==> config.mk <==
export PLATFORM = sky130hd
export DESIGN_NAME = sysclk_rst_gen
export DESIGN_NICKNAME = d
export VERILOG_FILES = /design/src/rtl/sysclk_pkg.sv /design/src/rtl/memclk_div.sv /design/src/rtl/cpuclk_gate.sv /design/src/rtl/cpurst_seq.sv /design/src/rtl/sysclk_rst_gen.sv
export SDC_FILE = /design/constraint.sdc
export NUM_CORES = 1
export LEC_CHECK = 0
export BUFFER_PORTS_ARGS = -buffer_cell sky130_fd_sc_hd__buf_2
export CAP_MARGIN = 20
export CORE_AREA = 2 2 39 41
export CTS_CLUSTER_DIAMETER = 60
export DETAILED_ROUTE_END_ITERATION = 10
export DIE_AREA = 0 0 41 43
export GPL_TIMING_DRIVEN = 0
export HOLD_SLACK_MARGIN = 0.12
export PLACE_DENSITY = 0.6
export REMOVE_ABC_BUFFERS = 1
export SETUP_SLACK_MARGIN = 0.02
export SYNTH_ARGS = -nofsm -noshare
export SYNTH_HDL_FRONTEND = slang
export SYNTH_SLANG_ARGS = --single-unit
==> constraint.sdc <==
create_clock -name clk -period 0.9 [get_ports clk]
set_input_delay 0.09 -clock clk [delete_from_list [all_inputs] [get_ports clk]]
set_output_delay 0.09 -clock clk [all_outputs]
set_load 0.005 [all_outputs]
==> src/rtl/sysclk_pkg.sv <==
package sysclk_pkg;
  // Gate phase: PASS lets the next memory pulse reach the CPU clock.
  typedef enum logic {
    PH_PASS = 1'b0,
    PH_DROP = 1'b1
  } gate_phase_e;
endpackage

==> src/rtl/memclk_div.sv <==
module memclk_div #(
  parameter int HALF_DIV = 2
) (
  input  logic clk,
  input  logic rst_n,
  output logic mem_clk,
  output logic rise_tick,
  output logic fall_tick
);
  logic last;
  logic mem_q, mem_d;

  generate
    if (HALF_DIV == 1) begin : g_toggle_every
      assign last = 1'b1;
    end else begin : g_counted
      localparam int DIV_W = $clog2(HALF_DIV);
      localparam logic [DIV_W-1:0] LAST_V = DIV_W'(HALF_DIV - 1);
      logic [DIV_W-1:0] cnt_q, cnt_d;

      always_comb begin
        cnt_d = (cnt_q == LAST_V) ? '0 : cnt_q + 1'b1;
      end

      always_ff @(posedge clk or negedge rst_n) begin
        if (!rst_n) cnt_q <= '0;
        else        cnt_q <= cnt_d;
      end

      assign last = (cnt_q == LAST_V);
    end
  endgenerate

  always_comb begin
    mem_d     = last ? ~mem_q : mem_q;
    rise_tick = last & ~mem_q;
    fall_tick = last &  mem_q;
  end

  always_ff @(posedge clk or negedge rst_n) begin
    if (!rst_n) mem_q <= 1'b0;
    else        mem_q <= mem_d;
  end

  assign mem_clk = mem_q;
endmodule

==> src/rtl/cpuclk_gate.sv <==
module cpuclk_gate
  import sysclk_pkg::*;
(
  input  logic clk,
  input  logic rst_n,
  input  logic rise_tick,
  input  logic fall_tick,
  output logic cpu_clk,
  output logic cpu_rise
);
  gate_phase_e ph_q, ph_d;
  logic        cpu_q, cpu_d;

  always_comb begin
    cpu_rise = rise_tick & (ph_q == PH_PASS);
    ph_d     = ph_q;
    if (rise_tick) ph_d = (ph_q == PH_PASS) ? PH_DROP : PH_PASS;
    cpu_d = cpu_q;
    if (cpu_rise)       cpu_d = 1'b1;
    else if (fall_tick) cpu_d = 1'b0;
  end

  always_ff @(posedge clk or negedge rst_n) begin
    if (!rst_n) begin
      ph_q  <= PH_PASS;
      cpu_q <= 1'b0;
    end else begin
      ph_q  <= ph_d;
      cpu_q <= cpu_d;
    end
  end

  assign cpu_clk = cpu_q;
endmodule

==> src/rtl/cpurst_seq.sv <==
module cpurst_seq #(
  parameter int CNT_W      = 8,
  parameter int RELEASE_AT = 150,
  parameter int SAT_AT     = 160
) (
  input  logic             clk,
  input  logic             rst_n,
  input  logic             cpu_rise,
  output logic             cpu_rst,
  output logic [CNT_W-1:0] count
);
  localparam logic [CNT_W-1:0] REL_V = CNT_W'(RELEASE_AT);
  localparam logic [CNT_W-1:0] SAT_V = CNT_W'(SAT_AT);

  logic [CNT_W-1:0] cnt_q, cnt_d;
  logic             adv;

  always_comb begin
    adv   = cpu_rise & (cnt_q < SAT_V);
    cnt_d = adv ? cnt_q + 1'b1 : cnt_q;
  end

  always_ff @(posedge clk or negedge rst_n) begin
    if (!rst_n) cnt_q <= '0;
    else        cnt_q <= cnt_d;
  end

  assign cpu_rst = (cnt_q < REL_V);
  assign count   = cnt_q;
endmodule

==> src/rtl/sysclk_rst_gen.sv <==
module sysclk_rst_gen #(
  parameter int HALF_DIV   = 2,
  parameter int CNT_W      = 8,
  parameter int RELEASE_AT = 150,
  parameter int SAT_AT     = 160
) (
  input  logic clk,
  input  logic rst_n,
  output logic mem_clk,
  output logic cpu_clk,
  output logic cpu_rst
);
  logic [1:0]       sync_q;
  logic             rst_int_n;
  logic             rise_tick, fall_tick, cpu_rise;
  logic [CNT_W-1:0] rst_count;

  // Asynchronous assertion, synchronous two-stage release.
  always_ff @(posedge clk or negedge rst_n) begin
    if (!rst_n) sync_q <= 2'b00;
    else        sync_q <= {sync_q[0], 1'b1};
  end
  assign rst_int_n = sync_q[1];

  memclk_div #(.HALF_DIV(HALF_DIV)) u_div (
    .clk       (clk),
    .rst_n     (rst_int_n),
    .mem_clk   (mem_clk),
    .rise_tick (rise_tick),
    .fall_tick (fall_tick)
  );

  cpuclk_gate u_gate (
    .clk       (clk),
    .rst_n     (rst_int_n),
    .rise_tick (rise_tick),
    .fall_tick (fall_tick),
    .cpu_clk   (cpu_clk),
    .cpu_rise  (cpu_rise)
  );

  cpurst_seq #(
    .CNT_W      (CNT_W),
    .RELEASE_AT (RELEASE_AT),
    .SAT_AT     (SAT_AT)
  ) u_rst (
    .clk      (clk),
    .rst_n    (rst_int_n),
    .cpu_rise (cpu_rise),
    .cpu_rst  (cpu_rst),
    .count    (rst_count)
  );
endmodule

==> qor.yml, run 1 <==
outcome:
  status: "complete, but fails checks"
  violations: "negative setup slack"
finish:
  ff_latch_area_um2: 354.1
  postLayoutCellArea_um2: 843.3
  diodes: 0
  fill_cells: 107
  multi_input_area_um2: 272.8
  nets: 74
  layout-drive-gt1-share: 0.4638
  synthToLayoutAreaGrowth_pct: 38.97
power:
  leakage_nw: 0.3847
  p_int_w: 0.0007954
  finalPower_w: 0.001004
  p_per_area_nw_per_um2: 1191
  pwr-share-seq: 0.640
  comb_power_share: 0.010
  clkPwrFrac: 0.350
  vdd_ir_drop_max_v: 0.0009038
  swShare: 0.2079
  power_switching_w: 0.0002088
cts:
  cts_sinks: 14
  htreeDepth: 1
  insertion_delay_ns: 0.28
  cts_tree: "built"
  cts_buffer_depth: 2
  cts_buffers: 3
  cts_root_buffer: "clkbuf_4"
  clk_pin_slew_ns: 0.08
route:
  via_per_inst: 5.000
  postRouteAntennaNets: 0
  drt-total-wl_um: 1110
  dr.pass1.iters: 4
  drt_iter0_drc: 3
  avgRoutedWirePerCell_um: 13.06
  vias: 425
  drc: 0
die:
  rows: 14
  die-height_um: 43
  ios: 5
  initial_core_util: 0.4385
  core-area_um2: 1384
  die_w_um: 41
  dieArea_um2: 1763
worst_setup_path:
  cp-start-kind: "register"
  crit_fanout: 2
  cpPeakStageDelay_ns: 0.40
  r2r_start: "u_gate.ph_q"
  worstSetupEndpointType: "output pin"
  worstRegToRegCells: 4
  path_cells: "a21oi_2 -> nor2b_1 -> o31ai_1 -> buf_2"
  cp-startpoint: "u_rst.count[2]"
  cp.arrival_ns: 1.20
  worstPathRequired_ns: 0.81
  path_class: "reg2out"
  critical-path-slowest-cell: "dfrtp_1"
timing:
  setup_viol: 12
  period_share: 1.431
  rsz0062_at_grt: "yes"
  final_hold_viol_count: 0
  layout_min_cycle_time_ns: 1.288
  skew_ns: 0.0003394
  final_max_slew_viol_count: 0
  holdWs_ns: 0.1988
  finalSetupTns_ns: -2.910
  maxClockFrequency_mhz: 776.5
  fin_ws_ns: -0.3878
yosys:
  yosysWarnings: 0
  netlist_area_um2: 606.8
  synthCells: 47
  yosysSeqAreaShare: 0.5773
  synth_cell_types: 21
  synth_seq_cells: 14
  postSynthAreaPerCell_um2: 12.91
place:
  postPlaceCellArea_um2: 646.9
  place_congestion: 0.6481
  pre_cts_slack_ns: -0.4602
  dp_hpwl_um: 631.2
  io_buffers: 4
grt:
  grt_pass1_vias: 458
  gr-total-overflow: 0
  grt_pass1_wl_um: 1863
  grt_use_total: 0.1612
  grt_max_degree: 13
  antenna_found_initial: 0
min_path:
  worstHoldPathType: "reg2async"
run:
  max_cap_violations: 0
==> cell families (layout without fill, tap and decap cells) <==
group,Yosys count,in the layout,share of synthesized area
muxes,1,1,0.02474
xor gates and xnor gates,7,7,0.1010
other,1,1,0.006180
adders and majority gates,1,1,0.02062
AOI/OAI and AO/OA,7,7,0.08454
and+or+nand+nor,14,14,0.1732
DFF,14,14,0.5773
buffers and inverters,2,24,0.01238
==> sequential cells by signal, indices dropped and copies added (netlist names) <==
signal and cells:
sync_q 2, u_div.g_counted.cnt_q 1, u_div.mem_clk 1, u_gate.cpu_clk 1, u_gate.ph_q 1, u_rst.count 8
==> synth_stat cells, drive strengths merged <==
library cell | count | area, µm²
a21oi | 3 | 15.01
and3 | 1 | 6.260
nand2b | 1 | 6.260
nor2b | 1 | 6.260
o31ai | 1 | 7.510
xor2 | 1 | 8.760
nand2 | 1 | 11.26
nand3 | 2 | 10.01
o21bai | 1 | 7.510
inv | 2 | 7.510
xnor2 | 6 | 52.55
ha | 1 | 12.51
dfrtp | 14 | 350.3
mux2 | 1 | 15.01
conb | 1 | 3.750
o21ai | 2 | 21.27
nand4 | 4 | 25.02
nor3b | 1 | 18.77
and4 | 1 | 8.760
and2 | 2 | 12.51
==> critical path: cells and delay by family (launching register included) <==
kind            cells  cell delay, ns
simple gates        1            0.05
compound gates      2            0.32
buf+inv             1            0.14
flops               1            0.40
==> power by group through the flow <==
| stage | Combinational, W | Clock [W] | Sequential [W] |
|---|---|---|---|
| 2_1_floorplan | 0.000000361 | 0 | 0.000654 |
| 3_3_place_gp | 0.00000339 | 0 | 0.000657 |
| 3_5_place_dp | 0.00000363 | 0 | 0.000657 |
| 4_1_cts | 0.0000101 | 0.000352 | 0.000644 |
| 5_1_grt | 0.0000113 | 0.000386 | 0.000646 |
| 6_report | 0.00000990 | 0.000351 | 0.000643 |
==> worst paths after layout <==
path	endpoint	slack (ns)
worst max-delay path	cpu_rst	-0.39
worst min-delay path	u_rst.count[3]	0.20
worst max register to register	u_rst.count[1]	-0.36
worst min register to register	u_rst.count[3]	0.20
max in group asynchronous	sync_q[1]	0.14
min in group clk	sync_q[1]	0.35
==> cell type report <==
class / instances / share of cell area
sequential: 14 / 0.4199
multi-input combinational: 31 / 0.3234
timing repair buffer: 19 / 0.1973
clock buffer: 3 / 0.02671
tap: 16 / 0.02374
inverter: 2 / 0.008902
==> repair_timing <==
| item | 4_1_cts | 5_1_grt |
|---|---|---|
| gates resized for setup | 10 | 5 |
| setup endpoints to repair | 12 | 14 |
| endpoints found under the hold margin | 2 | 0 |
| pin swaps | 7 | 7 |
| buffers inserted | 11 | 3 |
| gates cloned | 0 | 0 |
| hold buffers | 2 | 0 |
==> cells in the final DEF (no fill, tap or decap), drive strengths merged <==
master / n
nand2: 1
dfrtp: 14
clkbuf: 3
nand3: 2
dlygate4sd3: 2
xnor2: 6
conb: 1
o21bai: 1
and2: 2
and4: 1
nor2b: 1
inv: 2
mux2: 1
o31ai: 1
ha: 1
nor3b: 1
and3: 1
a21oi: 3
nand2b: 1
nand4: 4
o21ai: 2
xor2: 1
buf: 17
==> routing by layer <==
layer	track usage	wire length (µm)	vias up	share of wire
li1	-	-	210	-
met5	0	0	-	0
met2	0.2531	560	7	0.50
met4	0.1000	27	0	0.024
met3	0.03141	36	3	0.032
met1	0.1898	486	205	0.44
==> metrics by stage <==
stage,instances,utilization
after CTS,83,0.5823
after global routing,85,0.6094
after detailed placement,67,0.4675
after global placement,67,0.4675
final,85,0.6094
after floorplan,47,-
(Power assumes the default switching activity.)
==> inputs of run 2 (changes only) <==
- CAP_MARGIN: 20 -> unset
- PLACE_DENSITY: 0.6 -> unset
- PLACE_DENSITY_LB_ADDON: unset -> 0.05
==> qor.yml, run 2 (synthesis gave the netlist of run 1 again) <==
die:
  ios: 5  # unchanged
  die_w_um: 41  # unchanged
  dieArea_um2: 1763  # unchanged
  rows: 14  # unchanged
  core-area_um2: 1384  # unchanged
  die-height_um: 43  # unchanged
  initial_core_util: 0.4385  # unchanged
worst_setup_path:
  crit_fanout: 2  # unchanged
  cpPeakStageDelay_ns: 0.41  # was 0.40 ns
  path_cells: "a21oi_2 -> nor2b_1 -> o31ai_1 -> buf_2"  # unchanged
  path_class: "reg2out"  # unchanged
  worstPathRequired_ns: 0.81  # about the same
  cp.arrival_ns: 1.19  # was 1.20 ns
  critical-path-slowest-cell: "dfrtp_2"  # was dfrtp_1
  cp-start-kind: "register"  # unchanged
  ff2ff_setup_slack_ns: -0.36  # about the same
  worstSetupEndpointType: "output pin"  # unchanged
grt:
  grt_pass1_wl_um: 1876  # was 1863 µm
  antenna_found_initial: 0  # unchanged
  grt_max_degree: 13  # unchanged
  gr-total-overflow: 0  # unchanged
  grt_use_total: 0.1674  # was 0.1612
  grt_pass1_vias: 417  # was 458
place:
  placed_cells: 67  # unchanged
  place_congestion: 0.6820  # was 0.6481
  io_buffers: 4  # unchanged
  dp_hpwl_um: 743.3  # was 631.2 µm
  pre_cts_slack_ns: -0.4632  # was -0.4602 ns
route:
  drc: 0  # unchanged
  dr.pass1.iters: 4  # unchanged
  avgRoutedWirePerCell_um: 15.32  # was 13.06 µm
  drt_iter0_drc: 8  # was 3
  vias: 439  # was 425
  postRouteAntennaNets: 0  # unchanged
  drt-total-wl_um: 1287  # was 1110 µm
  via_per_inst: 5.226  # was 5.000
cts:
  cts_buffers: 3  # unchanged
  clk_pin_slew_ns: 0.09  # was 0.08 ns
  cts_sinks: 14  # unchanged
  insertion_delay_ns: 0.29  # was 0.28 ns
  cts_root_buffer: "clkbuf_4"  # unchanged
  htreeDepth: 1  # unchanged
  cts_tree: "built"  # unchanged
  cts_buffer_depth: 2  # unchanged
power:
  leakage_nw: 0.3804  # was 0.3847 nW
  swShare: 0.1980  # was 0.2079
  vdd_ir_drop_max_v: 0.001012  # was 0.0009038 V
  pwr-share-seq: 0.582  # was 0.640
  power_switching_w: 0.0002188  # was 0.0002088 W
  p_int_w: 0.0008863  # was 0.0007954 W
  finalPower_w: 0.001105  # was 0.001004 W
  clkPwrFrac: 0.409  # was 0.350
  comb_power_share: 0.009  # was 0.010
  p_per_area_nw_per_um2: 1307  # was 1191 nW/µm²
min_path:
  worstHoldPathType: "reg2async"  # unchanged
outcome:
  violations: "negative setup slack"  # unchanged
  status: "complete, but fails checks"  # unchanged
timing:
  maxClockFrequency_mhz: 778.8  # was 776.5 MHz
  holdWs_ns: 0.1885  # was 0.1988 ns
  final_max_slew_viol_count: 0  # unchanged
  setup_viol: 13  # was 12
  fin_ws_ns: -0.3840  # was -0.3878 ns
  skew_ns: 0.008653  # was 0.0003394 ns
  layout_min_cycle_time_ns: 1.284  # was 1.288 ns
  final_hold_viol_count: 0  # unchanged
  rsz0062_at_grt: "yes"  # unchanged
  period_share: 1.427  # was 1.431
finish:
  fin_util: 0.6112  # was 0.6094
  largest_reg_flops: 8  # unchanged
  final_cell_mix: "11 x dfrtp_1, 7 x buf_6, 6 x xnor2_1, 5 x buf_4, 4 x nand4_1"  # was 11 x dfrtp_1, 7 x buf_6, 7 x buf_4, 5 x xnor2_1, 4 x nand4_1
  final_common_cell: "dfrtp_1"  # unchanged
  layout-drive-gt1-share: 0.4706  # was 0.4638
  finalNonFillerCells: 84  # was 85
  nets: 72  # was 74
  synthToLayoutAreaGrowth_pct: 39.38  # was 38.97%
  diodes: 0  # unchanged
run:
  max_cap_violations: 0  # unchanged
==> run 2: cell types whose count changed in the layout (fill, tap and decap cells not counted), sizes merged <==
cell / previous run / this run
clkbuf: 3 / 4
buf: 17 / 15
==> run 2: layout make-up <==
type                    count  area (µm²)
clock buffers               4       36.28
fillers                   105       538.0
inverters                   2       7.507
multi-input cells          31       276.5
flip-flops and latches     14       354.1
well taps                  16       20.02
repair buffers             17       151.4
==> run 2: final timing paths <==
check / start / cells after the start / end
max: u_rst.count[2] / 4 / cpu_rst
min: sync_q[1] / 0 / u_div.g_counted.cnt_q
max reg2reg: u_div.mem_clk / 4 / u_rst.count[1]
min reg2reg: sync_q[1] / 0 / u_div.g_counted.cnt_q
max in group asynchronous: rst_n / 3 / sync_q[0]
min in group clk: sync_q[0] / 0 / sync_q[1]
==> run 2: metal layers <==
metal  vias up  share of wire  GRT usage
li1        205              -          -
met1       228           0.41     0.2007
met2         4           0.56     0.2625
met3         2          0.019    0.04712
met4         0          0.015    0.08000
met5         -              0          0
==> run 2: what timing repair did <==
action                                 in CTS  in global routing
endpoints found under the hold margin       2                  0
hold buffers                                2                  0
pin swaps                                   5                  4
setup endpoints to repair                  12                 13
buffers inserted                           10                  3
gates resized for setup                    11                  7
==> run 2: power by group through the flow <==
| stage | registers [W] | clock network [W] | logic, W |
|---|---|---|---|
| global placement | 0.000656 | 0 | 0.00000328 |
| finish | 0.000643 | 0.000451 | 0.0000104 |
| global route | 0.000645 | 0.000504 | 0.0000118 |
| detailed placement | 0.000657 | 0 | 0.00000346 |
| CTS | 0.000644 | 0.000455 | 0.0000102 |
| floorplan | 0.000654 | 0 | 0.000000361 |
==> run 2: stage by stage <==
stage / area (µm²) / setup TNS, ns
floorplan: 606.8 / -2.177
global placement: 646.9 / -2.802
detailed placement: 646.9 / -3.158
CTS: 819.5 / -2.767
global route: 845.8 / -3.583
finish: 845.8 / -3.028
==> run 2: worst max-delay path: cells and delay by family (launching register included) <==
family	cells	cell delay, ns
AND/OR/NAND/NOR	1	0.06
flip-flops	1	0.41
buffers and inverters	1	0.14
AO/OA/AOI/OAI	2	0.30
==> inputs of run 3 (changes only) <==
- ABC_AREA: unset -> 1
==> qor.yml, run 3 <==
worst_setup_path:
  worstSetupEndpointType: "output pin"  # unchanged
  path_class: "reg2out"  # unchanged
  cp-start-kind: "register"  # unchanged
  cp.arrival_ns: 1.10  # was 1.19 ns
  worstPathRequired_ns: 0.81  # about the same
  ff2ff_setup_slack_ns: -0.26  # was -0.36 ns
  crit_fanout: 4  # was 2
cts:
  clk_pin_slew_ns: 0.09  # about the same
  htreeDepth: 1  # unchanged
  insertion_delay_ns: 0.27  # was 0.29 ns
  cts_sinks: 14  # unchanged
  cts_buffers: 3  # unchanged
  cts_buffer_depth: 2  # unchanged
  cts_root_buffer: "clkbuf_4"  # unchanged
  cts_tree: "built"  # unchanged
yosys:
  synthArstFlopShare: 1.000  # unchanged
  yosysWarnings: 0  # unchanged
  synthCells: 80  # was 47
  yosysSeqAreaShare: 0.5283  # was 0.5773
  ys.flop_type: "dfrtp_1"  # unchanged
  synth_top_area_share: 0.5283  # was 0.5773
  synth_commonest_cells: "29 x nand2_1, 14 x dfrtp_1, 11 x inv_1"  # was 14 x dfrtp_1, 6 x xnor2_1, 4 x nand4_1
  synth_cell_types: 18  # was 21
  postSynthAreaPerCell_um2: 8.289  # was 12.91 µm²
  synth_edf_count: 0  # unchanged
  yosysMostFrequentCell: "nand2_1"  # was dfrtp_1
  synth.area.mux_share: 0  # was 0.02474
  synth_fa_ha_area_frac: 0.01887  # was 0.02062
  synth_seq_cells: 14  # unchanged
  synth-simple-area-share: 0.3226  # was 0.1732
  synthXorXnorAreaFrac: 0.02642  # was 0.1010
  netlist_area_um2: 663.1  # was 606.8 µm²
  synth_area_leaders: "dfrtp_1 53%, nand2_1 16%, inv_1 6.2%, nand3_1 6.0%, nor2_2 2.8%"  # was dfrtp_1 58%, xnor2_1 8.7%, nand4_1 4.1%, nor3b_4 3.1%, o21ai_4 2.7%
  synth_compound_area_frac: 0.03585  # was 0.08454
  synth_top_family_by_area: "simple AND/OR/NAND/NOR gates"  # unchanged
  synth_area_leader_cell: "dfrtp_1"  # unchanged
min_path:
  worstHoldPathType: "reg2async"  # unchanged
timing:
  rsz0062_at_grt: "yes"  # unchanged
  final_max_slew_viol_count: 0  # unchanged
  skew_ns: 0.003856  # was 0.008653 ns
  final_hold_viol_count: 0  # unchanged
  period_share: 1.322  # was 1.427
  layout_min_cycle_time_ns: 1.189  # was 1.284 ns
  holdWs_ns: 0.2039  # was 0.1885 ns
  setup_viol: 10  # was 13
  maxClockFrequency_mhz: 840.7  # was 778.8 MHz
  fin_ws_ns: -0.2895  # was -0.3840 ns
grt:
  grt_pass1_wl_um: 1932  # was 1876 µm
  grt_use_total: 0.1639  # was 0.1674
  grt_max_degree: 13  # unchanged
  grt_pass1_vias: 497  # was 417
  grt_util_met3: 0.03141  # was 0.04712
  use_met2: 0.2563  # was 0.2625
  antenna_found_initial: 0  # unchanged
  use_met1: 0.2062  # was 0.2007
  gr-total-overflow: 0  # unchanged
  busiest_layer: "met2"  # unchanged
finish:
  layout-drive-gt1-share: 0.3861  # was 0.4706
  synthToLayoutAreaGrowth_pct: 39.81  # was 39.38%
  final_cell_mix: "26 x nand2_1, 13 x dfrtp_1, 8 x inv_1, 7 x buf_6, 6 x buf_4"  # was 11 x dfrtp_1, 7 x buf_6, 6 x xnor2_1, 5 x buf_4, 4 x nand4_1
  largest_reg_flops: 8  # unchanged
  diodes: 0  # unchanged
  nets: 105  # was 72
  final_common_cell: "nand2_1"  # was dfrtp_1
route:
  vias: 533  # was 439
  via_per_inst: 4.556  # was 5.226
  avgRoutedWirePerCell_um: 9.957  # was 15.32 µm
  drt_iter0_drc: 2  # was 8
  drc: 0  # unchanged
  postRouteAntennaNets: 0  # unchanged
  drt-total-wl_um: 1165  # was 1287 µm
  dr.pass1.iters: 4  # unchanged
outcome:
  violations: "negative setup slack"  # unchanged
  status: "complete, but fails checks"  # unchanged
place:
  dp_hpwl_um: 781  # was 743.3 µm
  io_buffers: 4  # unchanged
  place_congestion: 0.7031  # was 0.6820
die:
  core-area_um2: 1384  # unchanged
  die_w_um: 41  # unchanged
  dieArea_um2: 1763  # unchanged
  die-height_um: 43  # unchanged
  ios: 5  # unchanged
  initial_core_util: 0.4792  # was 0.4385
  rows: 14  # unchanged
power:
  leakage_nw: 0.4459  # was 0.3804 nW
  vdd_ir_drop_max_v: 0.0009265  # was 0.001012 V
  finalPower_w: 0.001097  # was 0.001105 W
  p_per_area_nw_per_um2: 1183  # was 1307 nW/µm²
run:
  max_cap_violations: 0  # unchanged
## run 3: changes by cell type after synthesis, sizes merged, moves of 2 or more
cell and change:
and2 -2, nor2 +6, nand3 +7, o21ai +2
a21oi -3, inv +9, xnor2 -5, nand4 -3
nand2 +29
## run 3: layout make-up
| cell class | instances | area, µm² |
|---|---|---|
| fill | 113 | 456.7 |
| tap | 16 | 20.02 |
| sequential | 14 | 351.6 |
| clock buffer | 4 | 36.28 |
| multi-input combinational | 55 | 324.1 |
| inverter | 11 | 41.29 |
| timing repair buffer | 17 | 153.9 |
## run 3: worst max-delay path, stage by stage, from the launching register on
cell and delay (ns):
dfrtp_1 0.41, nand2_1 0.07, nand2_1 0.08, nand3_2 0.07, nand2_2 0.07, inv_2 0.03
buf_6 0.10
## run 3: metrics by stage
step                      cells  utilization  setup WS (ns)  setup TNS [ns]  area (µm²)
final                       117       0.6700        -0.2895          -1.800       927.1
after global routing        117       0.6700        -0.3710          -2.539       927.1
after CTS                   117       0.6528        -0.2980          -1.802       903.4
after detailed placement    100       0.5081        -0.2600          -1.571       703.2
after global placement      100       0.5081        -0.2487          -1.584       703.2
after floorplan              80            -        -0.1625         -0.8087       663.1
## run 3: path summary, 6_finish.rpt
| kind | from | end | cells after the start |
|---|---|---|---|
| max | u_rst.count[1] | cpu_rst | 6 |
| min | sync_q[1] | u_rst.count[1] | 0 |
| max reg2reg | u_rst.count[1] | u_rst.count[6] | 6 |
| min reg2reg | sync_q[1] | u_rst.count[1] | 0 |
| max in group asynchronous | rst_n | sync_q[0] | 3 |
| min in group clk | sync_q[0] | sync_q[1] | 0 |
## run 3: cells by family after synthesis
logic type / after synthesis
DFF: 14
buffers and inverters: 11
xor gates and xnor gates: 2
AOI/OAI and AO/OA: 4
and+or+nand+nor: 47
other: 1
adders and majority gates: 1
## run 3: where the power goes
part	switching [W]	internal, W	total, W
clock	0.000198	0.000246	0.000444
sequential	0.0000107	0.000633	0.000643
combinational	0.00000275	0.00000720	0.00000995
## run 3: repair_timing
action | 4_1_cts | 5_1_grt
hold buffers | 2 | 0
setup buffers | 11 | 0
gates resized for setup | 16 | 9
endpoints found under the setup margin | 11 | 13
endpoints found under the hold margin | 2 | 0
pin swaps | 5 | 6
## run 3: metal layers
layer  share of wire  vias to the layer above  wire length, µm
met5               0                        -                0
met4          0.0086                        0               10
met3           0.028                        2               33
met2            0.46                        5              534
met1            0.50                      236              586
li1                -                      290                -
